**src/rtl/pexp_pkg.sv**
```systemverilog
package pexp_pkg;
  localparam int DATA_W     = 32;
  localparam int IDX_W      = 4;
  localparam int NUM_PRIMES = 8;

  typedef struct packed {
    logic load;     // capture operands, clear count
    logic divInit;  // seed divider with working value
    logic divStep;  // one restoring division step
    logic accept;   // exact division: take quotient, count it
  } dpCtrl_t;

  // k-th prime, k = 0 gives 2; evaluated at elaboration only
  function automatic int nthPrime(input int k);
    int found;
    found = -1;
    for (int c = 2; c < 4096; c++) begin
      bit isP;
      isP = 1'b1;
      for (int d = 2; d * d <= c; d++) if (c % d == 0) isP = 1'b0;
      if (isP) begin
        found++;
        if (found == k) return c;
      end
    end
    return 2;
  endfunction
endpackage

```
**src/rtl/pexp_datapath.sv**
```systemverilog
module pexp_datapath
  import pexp_pkg::*;
#(
  parameter int DATA_W     = pexp_pkg::DATA_W,
  parameter int IDX_W      = pexp_pkg::IDX_W,
  parameter int NUM_PRIMES = pexp_pkg::NUM_PRIMES,
  localparam int CNT_W     = $clog2(DATA_W) + 1
) (
  input  logic              clk,
  input  logic              rstN,
  input  dpCtrl_t           ctrl,
  input  logic [DATA_W-1:0] numIn,
  input  logic [IDX_W-1:0]  idxIn,
  output logic              inputBad,
  output logic              remZero,
  output logic [CNT_W-1:0]  exponent,
  output logic [DATA_W-1:0] quotient
);
  logic [DATA_W-1:0] primeTab [NUM_PRIMES];
  logic [DATA_W-1:0] primeSel;
  logic              idxOk;

  for (genvar g = 0; g < NUM_PRIMES; g++) begin : gPrime
    assign primeTab[g] = DATA_W'(nthPrime(g));
  end

  always_comb begin
    primeSel = '0;
    for (int g = 0; g < NUM_PRIMES; g++)
      if (int'(idxIn) == g) primeSel = primeTab[g];
  end

  assign idxOk    = int'(idxIn) < NUM_PRIMES;
  assign inputBad = !idxOk || (numIn == '0);

  logic [DATA_W-1:0] work, divisor, rem, quo;
  logic [CNT_W-1:0]  count;
  logic [DATA_W:0]   remShift, diff;
  logic              fits;

  assign remShift = {rem, quo[DATA_W-1]};
  assign diff     = remShift - {1'b0, divisor};
  assign fits     = !diff[DATA_W];
  assign remZero  = (rem == '0);

  always_ff @(posedge clk or negedge rstN) begin
    if (!rstN) begin
      work    <= '0;
      count   <= '0;
      divisor <= '0;
      rem     <= '0;
      quo     <= '0;
    end else begin
      if (ctrl.load) begin
        work    <= numIn;
        count   <= '0;
        divisor <= primeSel;
      end
      if (ctrl.divInit) begin
        rem <= '0;
        quo <= work;
      end
      if (ctrl.divStep) begin
        rem <= fits ? diff[DATA_W-1:0] : remShift[DATA_W-1:0];
        quo <= {quo[DATA_W-2:0], fits};
      end
      if (ctrl.accept) begin
        work  <= quo;
        count <= count + 1'b1;
      end
    end
  end

  assign exponent = count;
  assign quotient = work;

  // each exact division adds exactly one to the count
  a_r3_count_step: assert property (@(posedge clk) disable iff (!rstN)
    ctrl.accept |=> count == $past(count) + 1'b1);
  // taking a quotient always shrinks the working value
  a_r3_work_shrinks: assert property (@(posedge clk) disable iff (!rstN)
    ctrl.accept |=> work < $past(work));
  // restoring invariant, partial remainder stays below the prime
  a_r2_rem_bound: assert property (@(posedge clk) disable iff (!rstN)
    (ctrl.divStep && divisor != '0) |=> rem < divisor);
endmodule

```
**src/rtl/pexp_control.sv**
```systemverilog
module pexp_control
  import pexp_pkg::*;
#(
  parameter int DATA_W = pexp_pkg::DATA_W,
  localparam int STEP_W = $clog2(DATA_W) + 1
) (
  input  logic    clk,
  input  logic    rstN,
  input  logic    start,
  input  logic    inputBad,
  input  logic    remZero,
  output dpCtrl_t ctrl,
  output logic    done,
  output logic    error
);
  typedef enum logic [1:0] {IDLE, PREP, DIV, CHECK} state_t;
  state_t            state;
  logic [STEP_W-1:0] stepCnt;
  logic              doneReg, errReg;

  always_comb begin
    ctrl         = '0;
    ctrl.load    = (state == IDLE) && start;
    ctrl.divInit = (state == PREP);
    ctrl.divStep = (state == DIV);
    ctrl.accept  = (state == CHECK) && remZero;
  end

  always_ff @(posedge clk or negedge rstN) begin
    if (!rstN) begin
      state   <= IDLE;
      stepCnt <= '0;
      doneReg <= 1'b0;
      errReg  <= 1'b0;
    end else begin
      doneReg <= 1'b0;
      unique case (state)
        IDLE: if (start) begin
          if (inputBad) begin
            doneReg <= 1'b1;
            errReg  <= 1'b1;
          end else begin
            errReg <= 1'b0;
            state  <= PREP;
          end
        end
        PREP: begin
          stepCnt <= '0;
          state   <= DIV;
        end
        DIV: begin
          stepCnt <= stepCnt + 1'b1;
          if (stepCnt == STEP_W'(DATA_W - 1)) state <= CHECK;
        end
        CHECK: begin
          if (remZero) state <= PREP;
          else begin
            doneReg <= 1'b1;
            state   <= IDLE;
          end
        end
        default: state <= IDLE;
      endcase
    end
  end

  assign done  = doneReg;
  assign error = errReg;

  // completion is a single-cycle pulse
  a_r7_done_pulse: assert property (@(posedge clk) disable iff (!rstN)
    done |=> !done);
  // a rejected request raises the error together with done
  a_r5_error_with_done: assert property (@(posedge clk) disable iff (!rstN)
    $rose(error) |-> done);
  // while busy the error flag cannot move
  a_r8_busy_error_stable: assert property (@(posedge clk) disable iff (!rstN)
    (state != IDLE) |=> $stable(error));
  // the divider finishes its full bit count before a check
  a_r2_full_division: assert property (@(posedge clk) disable iff (!rstN)
    (state == CHECK) |-> $past(state) == DIV);
endmodule

```
**src/rtl/pexp_extract.sv**
```systemverilog
module pexp_extract
  import pexp_pkg::*;
(
  input  logic                      clk,
  input  logic                      rstN,
  input  logic                      start,
  input  logic [DATA_W-1:0]         numIn,
  input  logic [IDX_W-1:0]          idxIn,
  output logic [$clog2(DATA_W):0]   exponent,
  output logic [DATA_W-1:0]         quotient,
  output logic                      done,
  output logic                      error
);
  dpCtrl_t ctrl;
  logic    inputBad, remZero;

  pexp_control #(.DATA_W(DATA_W)) uCtrl (
    .clk(clk), .rstN(rstN), .start(start), .inputBad(inputBad),
    .remZero(remZero), .ctrl(ctrl), .done(done), .error(error)
  );

  pexp_datapath #(.DATA_W(DATA_W), .IDX_W(IDX_W), .NUM_PRIMES(NUM_PRIMES)) uDp (
    .clk(clk), .rstN(rstN), .ctrl(ctrl), .numIn(numIn), .idxIn(idxIn),
    .inputBad(inputBad), .remZero(remZero), .exponent(exponent), .quotient(quotient)
  );
endmodule

```
**config.mk**
```make
export PLATFORM = sky130hd
export DESIGN_NAME = pexp_extract
export DESIGN_NICKNAME = d
export VERILOG_FILES = /design/src/rtl/pexp_pkg.sv /design/src/rtl/pexp_datapath.sv /design/src/rtl/pexp_control.sv /design/src/rtl/pexp_extract.sv
export SDC_FILE = /design/constraint.sdc
export NUM_CORES = 1
export LEC_CHECK = 0
export CAP_MARGIN = 0
export CORE_MARGIN = 2
export CORE_UTILIZATION = 62
export CTS_BUF_LIST = sky130_fd_sc_hd__clkbuf_8
export CTS_CLUSTER_DIAMETER = 40
export DETAILED_ROUTE_END_ITERATION = 10
export PLACE_DENSITY = 0.95
export SLEW_MARGIN = 5
export SYNTH_ARGS = -nofsm -noshare
export SYNTH_HDL_FRONTEND = slang
export SYNTH_SLANG_ARGS = --single-unit
```
**constraint.sdc**
```tcl
create_clock -name clk -period 5.9 [get_ports clk]
set_input_delay 1.18 -clock clk [delete_from_list [all_inputs] [get_ports clk]]
set_output_delay 1.18 -clock clk [all_outputs]
set_load 0.01 [all_outputs]
```
# ---- Word level (Yosys, flattened, before mapping)
# Index checks and enable logic that the tools add are counted.
dict set report word_totals {
  regBits 144
  output_inout_bits 40
  elab_cells 67
}
dict set report classes {
  n_addsub 3
  magnitude_cmp 1
  n_eq_ne 14
  n_mux 27
  n_reduce_logical 13
}
# operator n
set op_table {}
lappend op_table {{2-to-1 mux 32 bit} 14}
lappend op_table {{logical NOT 32 bit} 2}
lappend op_table {{subtractor 33 x 32 -> 33 bit} 1}
lappend op_table {{equality test 4 bit (second input constant)} 4}
lappend op_table {{adder 6 x 1 -> 6 bit (second input constant)} 2}
lappend op_table {{2-to-1 mux 6 bit} 2}
lappend op_table {{case mux 6 bit (2 select lines)} 1}
lappend op_table {{equality test 4 x 3 -> 1 bit (second input constant)} 2}
lappend op_table {{2-to-1 mux 2 bit} 4}
lappend op_table {{case mux 2 bit (4 select lines)} 1}
lappend op_table {{equality test 6 x 5 -> 1 bit (second input constant)} 1}
lappend op_table {{equality test 2 bit (second input constant)} 2}
lappend op_table {{equality test 4 x 2 -> 1 bit (second input constant)} 1}
lappend op_table {{logical NOT 4 bit} 1}
lappend op_table {{less-than comparator 4 bit (second input constant)} 1}
lappend op_table {{2-to-1 mux 1 bit} 4}
lappend op_table {{inequality test 2 bit (second input constant)} 2}
lappend op_table {{nonzero test 2 bit} 2}
lappend op_table {{AND reduction 3 bit} 1}
lappend op_table {{equality test 2 x 1 -> 1 bit (second input constant)} 1}
lappend op_table {{logical AND 1 bit} 2}
lappend op_table {{logical NOT 1 bit} 2}
lappend op_table {{logical NOT 2 bit} 1}
lappend op_table {{inequality test 2 x 1 -> 1 bit (second input constant)} 1}
lappend op_table {{3 further kinds} 3}

# ---- Depth between registers and ports, before layout
# Gate-level depths: netlist (run 1).
dict set report logic_depth {
  depth_word 9
  mapped_depth 11
  mapped_depth_nobuf 10
}

# ---- Cells and area by module
# From an unflattened synthesis (run 1), not the netlist that was laid out.
dict set report unflattened {
  cells_unflattened 679
  hier_area_um2 6432.4
}
# module n_inst cells_each area_per_inst_um2
set modules_own_cells {}
lappend modules_own_cells {pexp_datapath 1 619 5856.9}
lappend modules_own_cells {pexp_control 1 60 575.6}

# ---- Worst setup path before layout (run 1)
# Ideal clock, no wire load.
dict set report synth_timing {
  path_type {reg-to-reg}
  from {register uDp.rem[11]}
  to {register uDp.rem[3]}
  setup_ns 0.121
  t_arrival_ns 2.961
  required_ns 5.779
  path_slack_ns 2.818
  path_stages_with_launch 10
  n_path_buf 3
  synth_period_minus_slack_ns 3.082
  cell_sequence {dfrtp_1 -> or4_1 -> clkbuf_1 -> or4_1 -> buf_2 -> or4_1 -> clkbuf_1 -> nand2_2 -> mux2_1 -> a22o_1}
}
dict set report synth_via {
  elab_chain_cells 3
}
# item line
set synth_lines {}
lappend synth_lines {{start: declaration} pexp_datapath.sv:36} ;# logic [DATA_W-1:0] work, divisor, rem, quo;
lappend synth_lines {{start signal: assignment} pexp_datapath.sv:64} ;# rem <= fits ? diff[DATA_W-1:0] : remShift[DATA_W-1:0];
lappend synth_lines {{subtractor 33 x 32 -> 33 bit} pexp_datapath.sv:42} ;# assign diff = remShift - {1'b0, divisor};
lappend synth_lines {{2-to-1 mux 32 bit} pexp_datapath.sv:64}
lappend synth_lines {{2-to-1 mux 32 bit} pexp_datapath.sv:63} ;# if (ctrl.divStep) begin
# Every way passes these cells.
# A chain may end at the register's enable or synchronous reset.

# ---- Final worst setup path (run 1)
dict set report layout_timing {
  from {register uDp.rem[15]}
  to {register uDp.rem[22]}
}
# The elaborated chain is that of the path after synthesis.

==> results of run 1 <==
==> worst min-delay path, stage by stage (launching register included) <==
cell and delay, ns:
sky130_fd_sc_hd__dfrtp_1 0.35, sky130_fd_sc_hd__nand2_1 0.06, sky130_fd_sc_hd__o31ai_1 0.07
==> flip-flops by register name (all words and copies together), names as in the netlist <==
name	count
uDp.quo	32
uDp.quotient	32
uDp.rem	32
uCtrl.stepCnt	6
uDp.exponent	6
uDp.divisor	5
uCtrl.state	2
uCtrl.done	1
uCtrl.error	1
==> layout by cell type, fill, tap and decap left out, types with 4 or more instances in the layout <==
cell and count:
sky130_fd_sc_hd__ha_1 9, sky130_fd_sc_hd__dfrtp_1 117, sky130_fd_sc_hd__buf_4 7, sky130_fd_sc_hd__or3_1 10
sky130_fd_sc_hd__xor2_1 5, sky130_fd_sc_hd__o21ai_0 14, sky130_fd_sc_hd__clkbuf_8 21, sky130_fd_sc_hd__nand3_1 29
sky130_fd_sc_hd__a22o_1 9, sky130_fd_sc_hd__nand2_1 19, sky130_fd_sc_hd__nor2_1 86, sky130_fd_sc_hd__nand4_1 8
sky130_fd_sc_hd__inv_1 27, sky130_fd_sc_hd__o211ai_1 7, sky130_fd_sc_hd__or2_2 4, sky130_fd_sc_hd__nor3_1 19
sky130_fd_sc_hd__nor4_1 15, sky130_fd_sc_hd__o221ai_1 4, sky130_fd_sc_hd__a32oi_1 4, sky130_fd_sc_hd__mux2i_1 69
sky130_fd_sc_hd__a311o_1 5, sky130_fd_sc_hd__xnor2_1 9, sky130_fd_sc_hd__or4_1 12, sky130_fd_sc_hd__clkdlybuf4s50_1 77
sky130_fd_sc_hd__a21oi_1 74, sky130_fd_sc_hd__o22ai_1 4, sky130_fd_sc_hd__o2bb2ai_1 5
==> final cells by class <==
type,instances,area [µm²],share of cell area
tap,133,166,0.0221
multi-input combinational,467,3080,0.408
sequential,117,2930,0.389
clock buffer,21,289,0.0384
clock inverter,11,148,0.0196
timing repair buffer,84,823,0.109
inverter,27,101,0.0135
==> stage by stage <==
stage	hold WS [ns]	area [µm²]	cells	worst slack (ns)
after CTS	0.515	7530	860	2.31
after global routing	0.523	7530	860	2.07
after global placement	0.463	7090	828	2.46
after floorplan	0.443	6260	653	2.82
after detailed placement	0.484	7090	828	2.34
final	0.512	7530	860	2.24
==> cell families (layout without fill, tap and decap cells) <==
family,count (synthesis),count (layout),share of synthesized area
mux,70,70,0.112
simple gates,216,216,0.170
flops,117,117,0.468
buf+inv,69,143,0.0416
fa+ha+maj,12,12,0.0252
compound gates,155,155,0.163
xor+xnor,14,14,0.0196
==> per-layer routing <==
metal,up-vias,wire (µm)
met1,2895,6830
li1,2523,-
met3,74,1650
met5,-,0
met2,412,9270
met4,0,572
==> path summary, 6_finish.rpt <==
kind	startpoint	end	slack (ns)
min	uDp.divisor[2]$_DFFE_PN0P_	uDp.divisor[2]$_DFFE_PN0P_	0.51
max in group asynchronous	rstN	uDp.quo[29]$_DFFE_PN0P_	3.91
max reg2reg	uDp.rem[15]$_DFFE_PN0P_	uDp.rem[22]$_DFFE_PN0P_	2.24
min in group asynchronous	rstN	uDp.rem[29]$_DFFE_PN0P_	0.91
max	uDp.rem[15]$_DFFE_PN0P_	uDp.rem[22]$_DFFE_PN0P_	2.24
min reg2reg	uDp.divisor[2]$_DFFE_PN0P_	uDp.divisor[2]$_DFFE_PN0P_	0.51
==> metrics.csv, run 1 <==
metric,value,unit
Post-Syn Nets,704,
type of the worst min-delay path,flop to flop,
commonest cells in the netlist,"117 x sky130_fd_sc_hd__dfrtp_1, 86 x sky130_fd_sc_hd__nor2_1, 74 x sky130_fd_sc_hd__a21oi_1",
drc violations,0,
post-detailed-placement half-perimeter wirelength,10.8,mm
met1 layer usage reported by global route,0.412,
ANT cells,0,
proportion of register bits with asynchronous set or reset after synthesis,1.00,
Buffers on Ports,78,
Critical Path Start Type,flop,
depth of the worst register-to-register path,6,
met3 Usage GRT,0.0877,
site row count,36,
final total negative setup slack,0,ns
number of stages on the worst setup path,6,
wire length of the first global-routing pass,29.6,mm
Filler cells,566,
setup repair after global routing missed its margin,no,
area growth from synthesis to layout,20.4,%
number of buffers inserted during clock tree synthesis,17,
weighted congestion reported at the end of routability-driven placement,0.914,
worst-case headroom to the max-slew limit,0.264,
Overall Global Routing Usage,0.343,
run status,completed,
area inside the core boundary,9770,µm²
kind of cell with the highest combined delay on the critical path,simple AND/OR/NAND/NOR gates,
part of the Yosys area used for sequential elements,0.468,
maximum operating frequency,0.273,GHz
flop and latch count out of synthesis,117,
"top cells by area, synth","sky130_fd_sc_hd__dfrtp_1 47%, sky130_fd_sc_hd__mux2i_1 11%, sky130_fd_sc_hd__a21oi_1 5.9%",
CTS H-tree depth,4,
number of violations reported at the end of detailed-routing iteration 0,650,
total iterations of the first detailed-routing run,5,
"EDFF count, synth",0,
number of distinct standard cells referenced by the synthesized netlist,58,
Crit path buffers/inverters,0,
Yosys warning count,0,
number of nets in the final layout,765,
number of instances in the synthesized netlist,653,
drt total wl,18.3,mm
Hold Path Cell Cnt,2,
CP Data Arrival Time,3.99,ns
initial cell density of the core,0.640,
netlist area before placement,6260,µm²
total grt overflow,0,
hold bufs inserted after CTS,0,
Critical Path End Type,flop,
crit-path cells,"or4_1, or4_1, o31a_1, nor3_2, nand2_1, a311o_1",
Max Buffers Root-to-Sink,2,
GR met2 Demand/Resource,0.581,
library cell appearing most often on the critical path,sky130_fd_sc_hd__or4_1,
"slowest stage delay, CP",0.80,ns
"Top FF cell, synth",sky130_fd_sc_hd__dfrtp_1,
mean post-synth cell area,9.58,µm²
maximum clock skew at final layout,0.0166,ns
max-slew violation count,0,
clock tree root buffer cell,sky130_fd_sc_hd__clkbuf_8,
Layout Utilization,0.770,
clock slew at the register clock pins of the worst setup and hold paths,0.07,ns
crit path max fanout,16,
fraction of layout instances using a drive strength above 1,0.0702,
WL/cell,21.3,µm
top-level port count,79,
x dimension of the die,104,µm
via count normalized by instance count,6.87,
total via count after detailed routing,5904,
most common cell in the netlist,sky130_fd_sc_hd__dfrtp_1,
antenna violations before repair,0,
post-route ant nets,0,
slew at the pin closest to its max-slew limit,1.10,ns
Yosys top cell by area,sky130_fd_sc_hd__dfrtp_1,
Die ar.,10900,µm²
number of global-route vias before repair,5896,
worst skew pair latency,0.46,ns
proportion of netlist area held by the largest area contributor,0.468,
post-route clock period utilization,0.621,
number of max-capacitance violations reported,0,
height of the chip,104,µm
count of instances resized after the clock tree is built,0,
layer with the highest usage,met2,
required time worst endpoint,6.23,ns
count of endpoints failing setup in the final report,0,
CTS tree,yes,
number of sinks handled by clock tree synthesis,117,
clock period minus final worst setup slack,3.66,ns
postcts setup bufs,0,
class of the most critical setup path,flop to flop,
pin count of the biggest net entering global routing,88,
CP max-delay cell,sky130_fd_sc_hd__or4_1,
final hold violation count,0,
Power of run 1 is left out: the tool's default activity adds up to more than one toggle a clock period on the data nets, which glitch-free logic cannot reach.
==> inputs of run 2 (changes only) <==
- CORE_UTILIZATION: 62 -> 52
- PLACE_DENSITY: 0.95 -> 0.9
- clock period: 5.9 -> 3.15 ns (I/O delays scaled with it)
==> run 2 against run 1 <==
  * Routed wire length fell by 10%
  * Die area rose by 18%
  * Fmax rose by 23%
  * Utilization fell by 12 points
  * Flip-flop and latch count did not move
  * Sequential share of layout area fell by 1.1 points
  * Hold slack got worse by 0.23 ns
==> metrics.csv, run 2 (synthesis results as in run 1) <==
metric,value,unit,change
most frequent cells in the layout,"117 x sky130_fd_sc_hd__dfrtp_1, 86 x sky130_fd_sc_hd__nor2_1, 77 x sky130_fd_sc_hd__clkdlybuf4s50_1",,
area inside the core boundary,11900,µm²,+21%
setup repair after global routing missed its margin,no,,
maximum operating frequency,0.335,GHz,+23%
drc violations,0,,unchanged
post-detailed-placement half-perimeter wirelength,11.0,mm,+2.1%
Overall Global Routing Usage,0.264,,-0.0795
Critical Path End Type,flop,,
final hold slack,0.284,ns,-0.228 ns
depth of the worst register-to-register path,11,,+5
weighted congestion reported at the end of routability-driven placement,0.942,,+3.0%
total via count after detailed routing,5550,,-6.0%
Reg2Reg Launch Point,uDp.quo[31]$_DFFE_PN0P_,,
wire length of the first global-routing pass,27.0,mm,-8.7%
number of global-route vias before repair,5609,,-4.9%
maximum clock skew at final layout,0.0123,ns,-0.00428 ns
total iterations of the first detailed-routing run,5,,unchanged
"most common cell after layout, fill and taps aside",sky130_fd_sc_hd__dfrtp_1,,
hold bufs inserted after CTS,0,,unchanged
type of the worst min-delay path,input pin to async pin,,
capture instance of the worst register-to-register path,uDp.rem[3]$_DFFE_PN0P_,,
post-route clock period utilization,0.948,,+0.327
required time worst endpoint,3.49,ns,-2.74 ns
CP Data Arrival Time,3.32,ns,-0.67 ns
clock tree root buffer cell,sky130_fd_sc_hd__clkbuf_8,,
slew at the pin closest to its max-slew limit,0.871,ns,-0.233 ns
number of sinks handled by clock tree synthesis,117,,unchanged
site row count,40,,+11%
count of endpoints failing setup in the final report,0,,unchanged
number of buffers inserted during clock tree synthesis,17,,unchanged
Die ar.,12900,µm²,+18%
pin count of the biggest net entering global routing,68,,-23%
class of the most critical setup path,flop to flop,,
CTS tree,yes,,
number of violations reported at the end of detailed-routing iteration 0,540,,-17%
worst-case headroom to the max-slew limit,0.420,,+0.155
WL/cell,18.3,µm,-14%
CTS H-tree depth,4,,unchanged
run status,completed,,
setup slack of the most critical reg-to-reg path,0.17,ns,-2.07 ns
number of nets in the final layout,788,,+3.0%
height of the chip,114,µm,+8.8%
total grt overflow,0,,unchanged
top-level port count,79,,unchanged
Buffers on Ports,78,,unchanged
worst skew pair latency,0.45,ns,about the same
via count normalized by instance count,6.19,,-9.9%
clock period minus final worst setup slack,2.98,ns,-0.677 ns
number of max-capacitance violations reported,0,,unchanged
final hold violation count,0,,unchanged
x dimension of the die,114,µm,+8.8%
max-slew violation count,0,,unchanged
Critical Path Start Type,flop,,
initial cell density of the core,0.527,,-0.113
fraction of layout instances using a drive strength above 1,0.105,,+0.0352
post-route ant nets,0,,unchanged
clock slew at the register clock pins of the worst setup and hold paths,0.07,ns,about the same
area growth from synthesis to layout,23.8,%,
crit path max fanout,9,,-7
ANT cells,0,,unchanged
Max Buffers Root-to-Sink,2,,unchanged
drt total wl,16.4,mm,-10%
final total negative setup slack,0,ns,unchanged
antenna violations before repair,0,,unchanged
## run 2: cell types whose count changed in the layout (fill, tap and decap cells not counted), moves of 2 or more
cell,change
sky130_fd_sc_hd__buf_4,+21
sky130_fd_sc_hd__buf_12,+2
sky130_fd_sc_hd__clkinv_4,+2
sky130_fd_sc_hd__or4_1,-2
sky130_fd_sc_hd__or4_4,+2
## run 2: worst max-delay path, stage by stage (launching register included)
cell                       delay (ns)
sky130_fd_sc_hd__dfrtp_1         0.40
sky130_fd_sc_hd__inv_1           0.08
sky130_fd_sc_hd__ha_1            0.16
sky130_fd_sc_hd__inv_1           0.05
sky130_fd_sc_hd__fa_1            0.43
sky130_fd_sc_hd__a211oi_2        0.31
sky130_fd_sc_hd__buf_4           0.16
sky130_fd_sc_hd__o211ai_1        0.11
sky130_fd_sc_hd__or4_4           0.53
sky130_fd_sc_hd__nand2_2         0.12
sky130_fd_sc_hd__mux2_1          0.33
sky130_fd_sc_hd__a22o_1          0.19
## run 2: layout make-up
type,count,area [µm²]
clock buffers,20,275
well taps,147,184
clock inverters,12,143
inverters,27,101
multi-input cells,467,3090
flip-flops and latches,117,2930
repair buffers,107,1020
fillers,871,4120
## run 2: worst max-delay path by stage
stage	start	to	slack, ns	cells past startpoint
after CTS	uDp.quo[31]$_DFFE_PN0P_	uDp.rem[19]$_DFFE_PN0P_	0.005	11
after global routing	uDp.quo[31]$_DFFE_PN0P_	uDp.rem[28]$_DFFE_PN0P_	0.03	11
after floorplan	uDp.rem[11]$_DFFE_PN0P_	uDp.rem[3]$_DFFE_PN0P_	0.07	9
after global placement	uDp.rem[17]$_DFFE_PN0P_	uDp.rem[3]$_DFFE_PN0P_	0.09	6
final	uDp.quo[31]$_DFFE_PN0P_	uDp.rem[3]$_DFFE_PN0P_	0.17	11
after detailed placement	uDp.rem[17]$_DFFE_PN0P_	uDp.rem[3]$_DFFE_PN0P_	0.02	6
## run 2: timing repair
| action | 4_1_cts | 5_1_grt |
|---|---|---|
| setup buffers | 0 | 1 |
| setup endpoints to repair | 0 | 22 |
| endpoints found under the hold margin | 0 | 0 |
| gates resized for setup | 0 | 5 |
## run 2: stage by stage
| step | instance area (µm²) | util | instances | setup WS (ns) |
|---|---|---|---|---|
| 3_5_place_dp | 7300 | 0.616 | 864 | 0.0152 |
| 3_3_place_gp | 7300 | 0.616 | 864 | 0.0851 |
| 6_report | 7740 | 0.653 | 897 | 0.165 |
| 5_1_grt | 7740 | 0.653 | 897 | 0.0264 |
| 4_1_cts | 7720 | 0.651 | 896 | 0.00524 |
| 2_1_floorplan | 6260 | - | 653 | 0.0685 |
## run 2: layer usage
layer  part of all wire  global-route usage  vias to the layer above
met5                  0                   0                        -
met4              0.023               0.111                        0
met2               0.49               0.433                      221
met1               0.42               0.333                     2722
li1                   -                   -                     2565
met3              0.067              0.0696                       42
Power of run 2 is left out for the same reason.
